==> config.mk <==
export PLATFORM = sky130hd
export DESIGN_NAME = pwrgood_seq
export DESIGN_NICKNAME = d
export VERILOG_FILES = /design/src/rtl/pgs_pkg.sv /design/src/rtl/pgs_delay_timer.sv /design/src/rtl/pgs_vid_hold.sv /design/src/rtl/pgs_state_ctl.sv /design/src/rtl/pwrgood_seq.sv
export SDC_FILE = /design/constraint.sdc
export NUM_CORES = 1
export LEC_CHECK = 0
export ABC_CLOCK_PERIOD_IN_PS = 3800
export CAP_MARGIN = 10
export CELL_PAD_IN_SITES_DETAIL_PLACEMENT = 2
export CELL_PAD_IN_SITES_GLOBAL_PLACEMENT = 2
export CORE_MARGIN = 1
export CORE_UTILIZATION = 23
export CTS_BUF_LIST = sky130_fd_sc_hd__clkbuf_2
export DETAILED_ROUTE_END_ITERATION = 7
export DONT_BUFFER_PORTS = 1
export PLACE_DENSITY_LB_ADDON = 0.1
export SLEW_MARGIN = 20
export SYNTH_ARGS = -nofsm -noshare
export SYNTH_HDL_FRONTEND = slang
export SYNTH_SLANG_ARGS = --single-unit
==> constraint.sdc <==
create_clock -name clk -period 3.8 [get_ports clk]
set_clock_uncertainty 0.2 [all_clocks]
set_input_delay 0.76 -clock clk [delete_from_list [all_inputs] [get_ports clk]]
set_output_delay 0.76 -clock clk [all_outputs]
set_load 0.05 [all_outputs]
==> src/rtl/pgs_pkg.sv <==
package pgs_pkg;

  typedef enum logic [1:0] {
    ST_IDLE  = 2'd0,
    ST_COUNT = 2'd1,
    ST_GOOD  = 2'd2,
    ST_FAULT = 2'd3
  } pgs_state_t;

  // True on the last count value of a delay of 'span' cycles (count starts at 0).
  function automatic logic span_reached(input int unsigned cnt, input int unsigned span);
    return cnt == span - 1;
  endfunction

  // Power-good qualification once the delay has expired.
  function automatic logic good_allowed(input logic expired, input logic regulated,
                                        input logic in_transition);
    return expired && regulated && !in_transition;
  endfunction

endpackage

==> src/rtl/pgs_delay_timer.sv <==
module pgs_delay_timer
  import pgs_pkg::*;
#(
  parameter int DELAY_CYCLES = 3072
) (
  input  logic clk,
  input  logic rst,
  input  logic clear,
  input  logic run,
  output logic last
);
  localparam int CW = (DELAY_CYCLES > 2) ? $clog2(DELAY_CYCLES) : 1;

  logic [CW-1:0] cnt_q;

  assign last = span_reached(32'(cnt_q), DELAY_CYCLES);

  always_ff @(posedge clk) begin
    if (rst || clear)
      cnt_q <= '0;
    else if (run && !last)
      cnt_q <= cnt_q + 1'b1;
  end
endmodule

==> src/rtl/pgs_vid_hold.sv <==
module pgs_vid_hold #(
  parameter int VID_W = 6
) (
  input  logic             clk,
  input  logic             rst,
  input  logic             load,
  input  logic [VID_W-1:0] vid_in,
  output logic [VID_W-1:0] vid_q
);
  always_ff @(posedge clk) begin
    if (rst)
      vid_q <= '0;
    else if (load)
      vid_q <= vid_in;
  end
endmodule

==> src/rtl/pgs_state_ctl.sv <==
module pgs_state_ctl
  import pgs_pkg::*;
(
  input  logic       clk,
  input  logic       rst,
  input  logic       detect,
  input  logic       fault,
  input  logic       timer_last,
  output pgs_state_t state,
  output logic       capture,
  output logic       timer_clear,
  output logic       timer_run
);
  pgs_state_t state_d;

  assign capture     = (state == ST_IDLE) && detect && !fault;
  assign timer_run   = (state == ST_COUNT);
  assign timer_clear = (state != ST_COUNT);

  always_comb begin
    state_d = state;
    if (fault) begin
      state_d = ST_FAULT;
    end else begin
      unique case (state)
        ST_IDLE:  if (detect) state_d = ST_COUNT;
        ST_COUNT: if (!detect) state_d = ST_IDLE;
                  else if (timer_last) state_d = ST_GOOD;
        ST_GOOD:  if (!detect) state_d = ST_IDLE;
        ST_FAULT: state_d = ST_FAULT;
        default:  state_d = ST_IDLE;
      endcase
    end
  end

  always_ff @(posedge clk) begin
    if (rst)
      state <= ST_IDLE;
    else
      state <= state_d;
  end
endmodule

==> src/rtl/pwrgood_seq.sv <==
module pwrgood_seq
  import pgs_pkg::*;
#(
  parameter int VID_W        = 6,
  parameter int DELAY_CYCLES = 3072
) (
  input  logic             clk,
  input  logic             rst,
  input  logic             detect,
  input  logic [VID_W-1:0] vid,
  input  logic             trans,
  input  logic             fault,
  input  logic             in_reg,
  output logic [VID_W-1:0] vid_cap,
  output logic             pgood,
  output logic             timer_done
);
  pgs_state_t state;
  logic       capture_evt;
  logic       timer_clear;
  logic       timer_run;
  logic       timer_last;
  logic       fault_hold;

  pgs_state_ctl u_ctl (
    .clk         (clk),
    .rst         (rst),
    .detect      (detect),
    .fault       (fault),
    .timer_last  (timer_last),
    .state       (state),
    .capture     (capture_evt),
    .timer_clear (timer_clear),
    .timer_run   (timer_run)
  );

  pgs_delay_timer #(.DELAY_CYCLES(DELAY_CYCLES)) u_timer (
    .clk   (clk),
    .rst   (rst),
    .clear (timer_clear),
    .run   (timer_run),
    .last  (timer_last)
  );

  pgs_vid_hold #(.VID_W(VID_W)) u_vid (
    .clk    (clk),
    .rst    (rst),
    .load   (capture_evt),
    .vid_in (vid),
    .vid_q  (vid_cap)
  );

  assign fault_hold = (state == ST_FAULT);
  assign timer_done = (state == ST_GOOD);
  assign pgood      = good_allowed(timer_done, in_reg, trans);
endmodule

==> flow_summary.json <==
{
  "status": "finished, final reports clean",
  "place.gp.congestion": 0.719,
  "power_frac_comb_pct": 10.9,
  "syn_to_final_growth_pct": 9.77,
  "hold_violations": 0,
  "clock_latency_ns": 0.33,
  "dpl.hpwl_mm": 1.93,
  "core_area_sq_um": 4140,
  "grt_max_degree": 13,
  "clockBufferDepth": 2,
  "place_ws_ns": 1.07,
  "antennaDiodeCount": 0,
  "final-seq-area_sq_um": 400,
  "tns_ns": 0,
  "synth.avg_cell_area_sq_um": 9.23,
  "initialDrtViolationCount": 8,
  "clock_power_share_pct": 37.0,
  "port_buffers": 0,
  "critPathCapture": "pgood",
  "leakagePower_nw": 0.406,
  "syn_area_sq_um": 1020,
  "r2r-end": "u_ctl.state[0]$_SDFFE_PP0P_",
  "finalWorstSetupSlack_ns": 0.690,
  "ir_worst_vdd_uv": 135,
  "drv_cap": 0,
  "crit_arrival_ns": 2.15,
  "path_max_fanout": 4,
  "synth_warnings": 0,
  "seqPwrFrac_pct": 52.1,
  "avgRoutedWirePerCell_um": 15.5,
  "timing.critical_path.buf_inv": 1,
  "grt.total_usage_pct": 12.7,
  "rsz0062_at_grt": "false",
  "rrSetupSlack_ns": 1.56,
  "start_util_pct": 24.7,
  "first_pass_iters": 4,
  "ys_types": 32,
  "path_depth": 4,
  "cp-start-kind": "register",
  "die_x_um": 68.8,
  "synth_top_area_share_pct": 39.1,
  "tritoncts": "yes",
  "final_layout_size_suffix_gt1_share_pct": 9.73,
  "h-tree-depth": 1,
  "die_area_sq_um": 4730,
  "setup_violations": 0,
  "cts_setup_buffers": 0,
  "grt_antenna_before_repair": 0,
  "die_h_um": 68.8,
  "timing.rr.start": "u_ctl.state[0]$_SDFFE_PP0P_",
  "fillCellCount": 484,
  "crit_required_ns": 2.84,
  "tightest_slew_ns": 0.888,
  "multi_input_area_sq_um": 598,
  "clk_pin_slew_ns": 0.22,
  "internal_power_mw": 0.326,
  "async_reset_ff_share_pct": 0,
  "io_pins": 20,
  "cts_hold_buf": 0,
  "slew_headroom_pct": 40.6,
  "grt_overflow": 0,
  "period_minus_slack_ns": 3.11,
  "critPathKind": "register to primary output",
  "synth-seq-cells": 20,
  "finalNetCount": 131,
  "grt_pass1_vias": 948,
  "synth_nets": 128,
  "crit_path_start": "u_ctl.state[0]$_SDFFE_PP0P_",
  "p_switching_mw": 0.122,
  "drc": 0,
  "slew_violations": 0,
  "slowest_delay_ns": 0.69,
  "crit_chain": "inv_1, ha_1, nand2_1, nor2_1",
  "fmax_ghz": 0.322,
  "routed_wl_mm": 2.52,
  "synth_edf_count": 0,
  "ant_nets": 0,
  "finalCritPeriodShare_pct": 81.8,
  "worstSetupEndpointType": "primary output",
  "critPathTopFamily": "simple AND/OR/NAND/NOR gates",
  "reg2reg_depth": 6,
  "synthFlopType": "dfxtp_1",
  "cp_slowest_cell": "nor2_1",
  "swShare_pct": 27.2,
  "synth-seq-area-share_pct": 39.1,
  "cts_buffers": 3,
  "vias": 818,
  "syn_inst": 111,
  "grt_pass1_wl_mm": 4.39,
  "num_rows": 23,
  "hold_class": "primary input to register",
  "cellPowerDensity_nw_per_um2": 398,
  "post_cts_resized": 0,
  "ys_top_cells_by_area": "dfxtp_1, mux2i_1, nor2_1",
  "vias_per_cell": 5.02,
  "cts_root_buf": "clkbuf_2",
  "clkSinkCount": 20,
  "synth_top_area_cell": "dfxtp_1"
}
-- cell families after synthesis --
family          synth area share (%)
buf+inv                         2.56
mux                             6.84
xor+xnor                        4.27
compound gates                  14.2
simple gates                    27.0
flops                           39.1
fa+ha+maj                       6.11
-- power groups by stage --
stage	Combinational, mW	Clock, mW	Sequential, mW
after CTS	0.0506	0.175	0.233
after detailed placement	0.0505	0	0.237
after global placement	0.0485	0	0.237
after floorplan	0.0410	0	0.236
final	0.0488	0.166	0.233
after global routing	0.0557	0.179	0.235
-- cells in the mapped netlist (all sizes together), types with 2 or more instances --
library cell and count:
nor3 3, inv 5, ha 5, or4 4
xnor2 3, clkbuf 2, nand2b 3, nor3b 2
or2 2, dfxtp 20, nand4 2, a211oi 6
and3 2, nor2 18, a21oi 7, nand3 3
nand2 4, mux2i 7, o31ai 4, xor2 2
-- routing by layer --
metal | vias up | wire (um) | track usage (%)
li1 | 404 | - | -
met5 | - | 0 | 0
met4 | 0 | 30 | 3.83
met1 | 397 | 1170 | 14.5
met3 | 4 | 85 | 2.63
met2 | 13 | 1240 | 23.4
-- layout make-up --
cell class / instances / share of cell area (%)
flip-flops and latches: 20 / 35.6
inverters: 5 / 1.67
well taps: 50 / 5.56
multi-input cells: 84 / 53.2
clock inverters: 1 / 2.67
clock buffers: 3 / 1.33
-- how the worst min path moves through the flow --
stage	startpoint	endpoint	slack, ns	cells past startpoint
2_1_floorplan	u_timer.cnt_q[11]$_SDFFE_PP0P_	u_timer.cnt_q[11]$_SDFFE_PP0P_	0.26	2
3_3_place_gp	u_timer.cnt_q[11]$_SDFFE_PP0P_	u_timer.cnt_q[11]$_SDFFE_PP0P_	0.29	2
3_5_place_dp	u_timer.cnt_q[11]$_SDFFE_PP0P_	u_timer.cnt_q[11]$_SDFFE_PP0P_	0.31	2
4_1_cts	rst	u_vid.vid_q[1]$_SDFFE_PP0P_	0.22	1
5_1_grt	rst	u_vid.vid_q[0]$_SDFFE_PP0P_	0.21	1
6_report	rst	u_ctl.state[1]$_SDFFE_PP0P_	0.25	1
-- through the flow --
step / instance area (sq um) / hold slack, ns / power [mW] / cells / utilization (%)
2_1_floorplan: 1020 / 0.263 / 0.277 / 111 / -
3_3_place_gp: 1080 / 0.289 / 0.285 / 159 / 26.1
3_5_place_dp: 1080 / 0.307 / 0.288 / 159 / 26.1
4_1_cts: 1120 / 0.222 / 0.459 / 163 / 27.1
5_1_grt: 1120 / 0.213 / 0.469 / 163 / 27.1
6_report: 1120 / 0.254 / 0.447 / 163 / 27.1
-- worst reg2reg max path, stage by stage, from the launching register on --
cell and delay, ns:
dfxtp_1 0.43, inv_1 0.09, ha_1 0.42, nand2b_1 0.26, or4_4 0.45, a211oi_1 0.23
a211oi_1 0.08
-- sequential cells by signal, summed over array words and instances, names as in the netlist --
register       cells
u_ctl.state        2
u_vid.vid_q        6
u_timer.cnt_q     12
-- cell usage in the layout (no fill, tap or decap), types with 4 or more instances in the layout --
cell | synthesis | routed
dfxtp_1 | 20 | 20
nor2_1 | 18 | 18
a21oi_1 | 7 | 7
mux2i_1 | 7 | 7
a211oi_1 | 6 | 6
inv_1 | 5 | 5
ha_1 | 5 | 5
nand2_1 | 4 | 4
o31ai_1 | 4 | 4
Note: power is estimated with default switching activity, not from simulation.
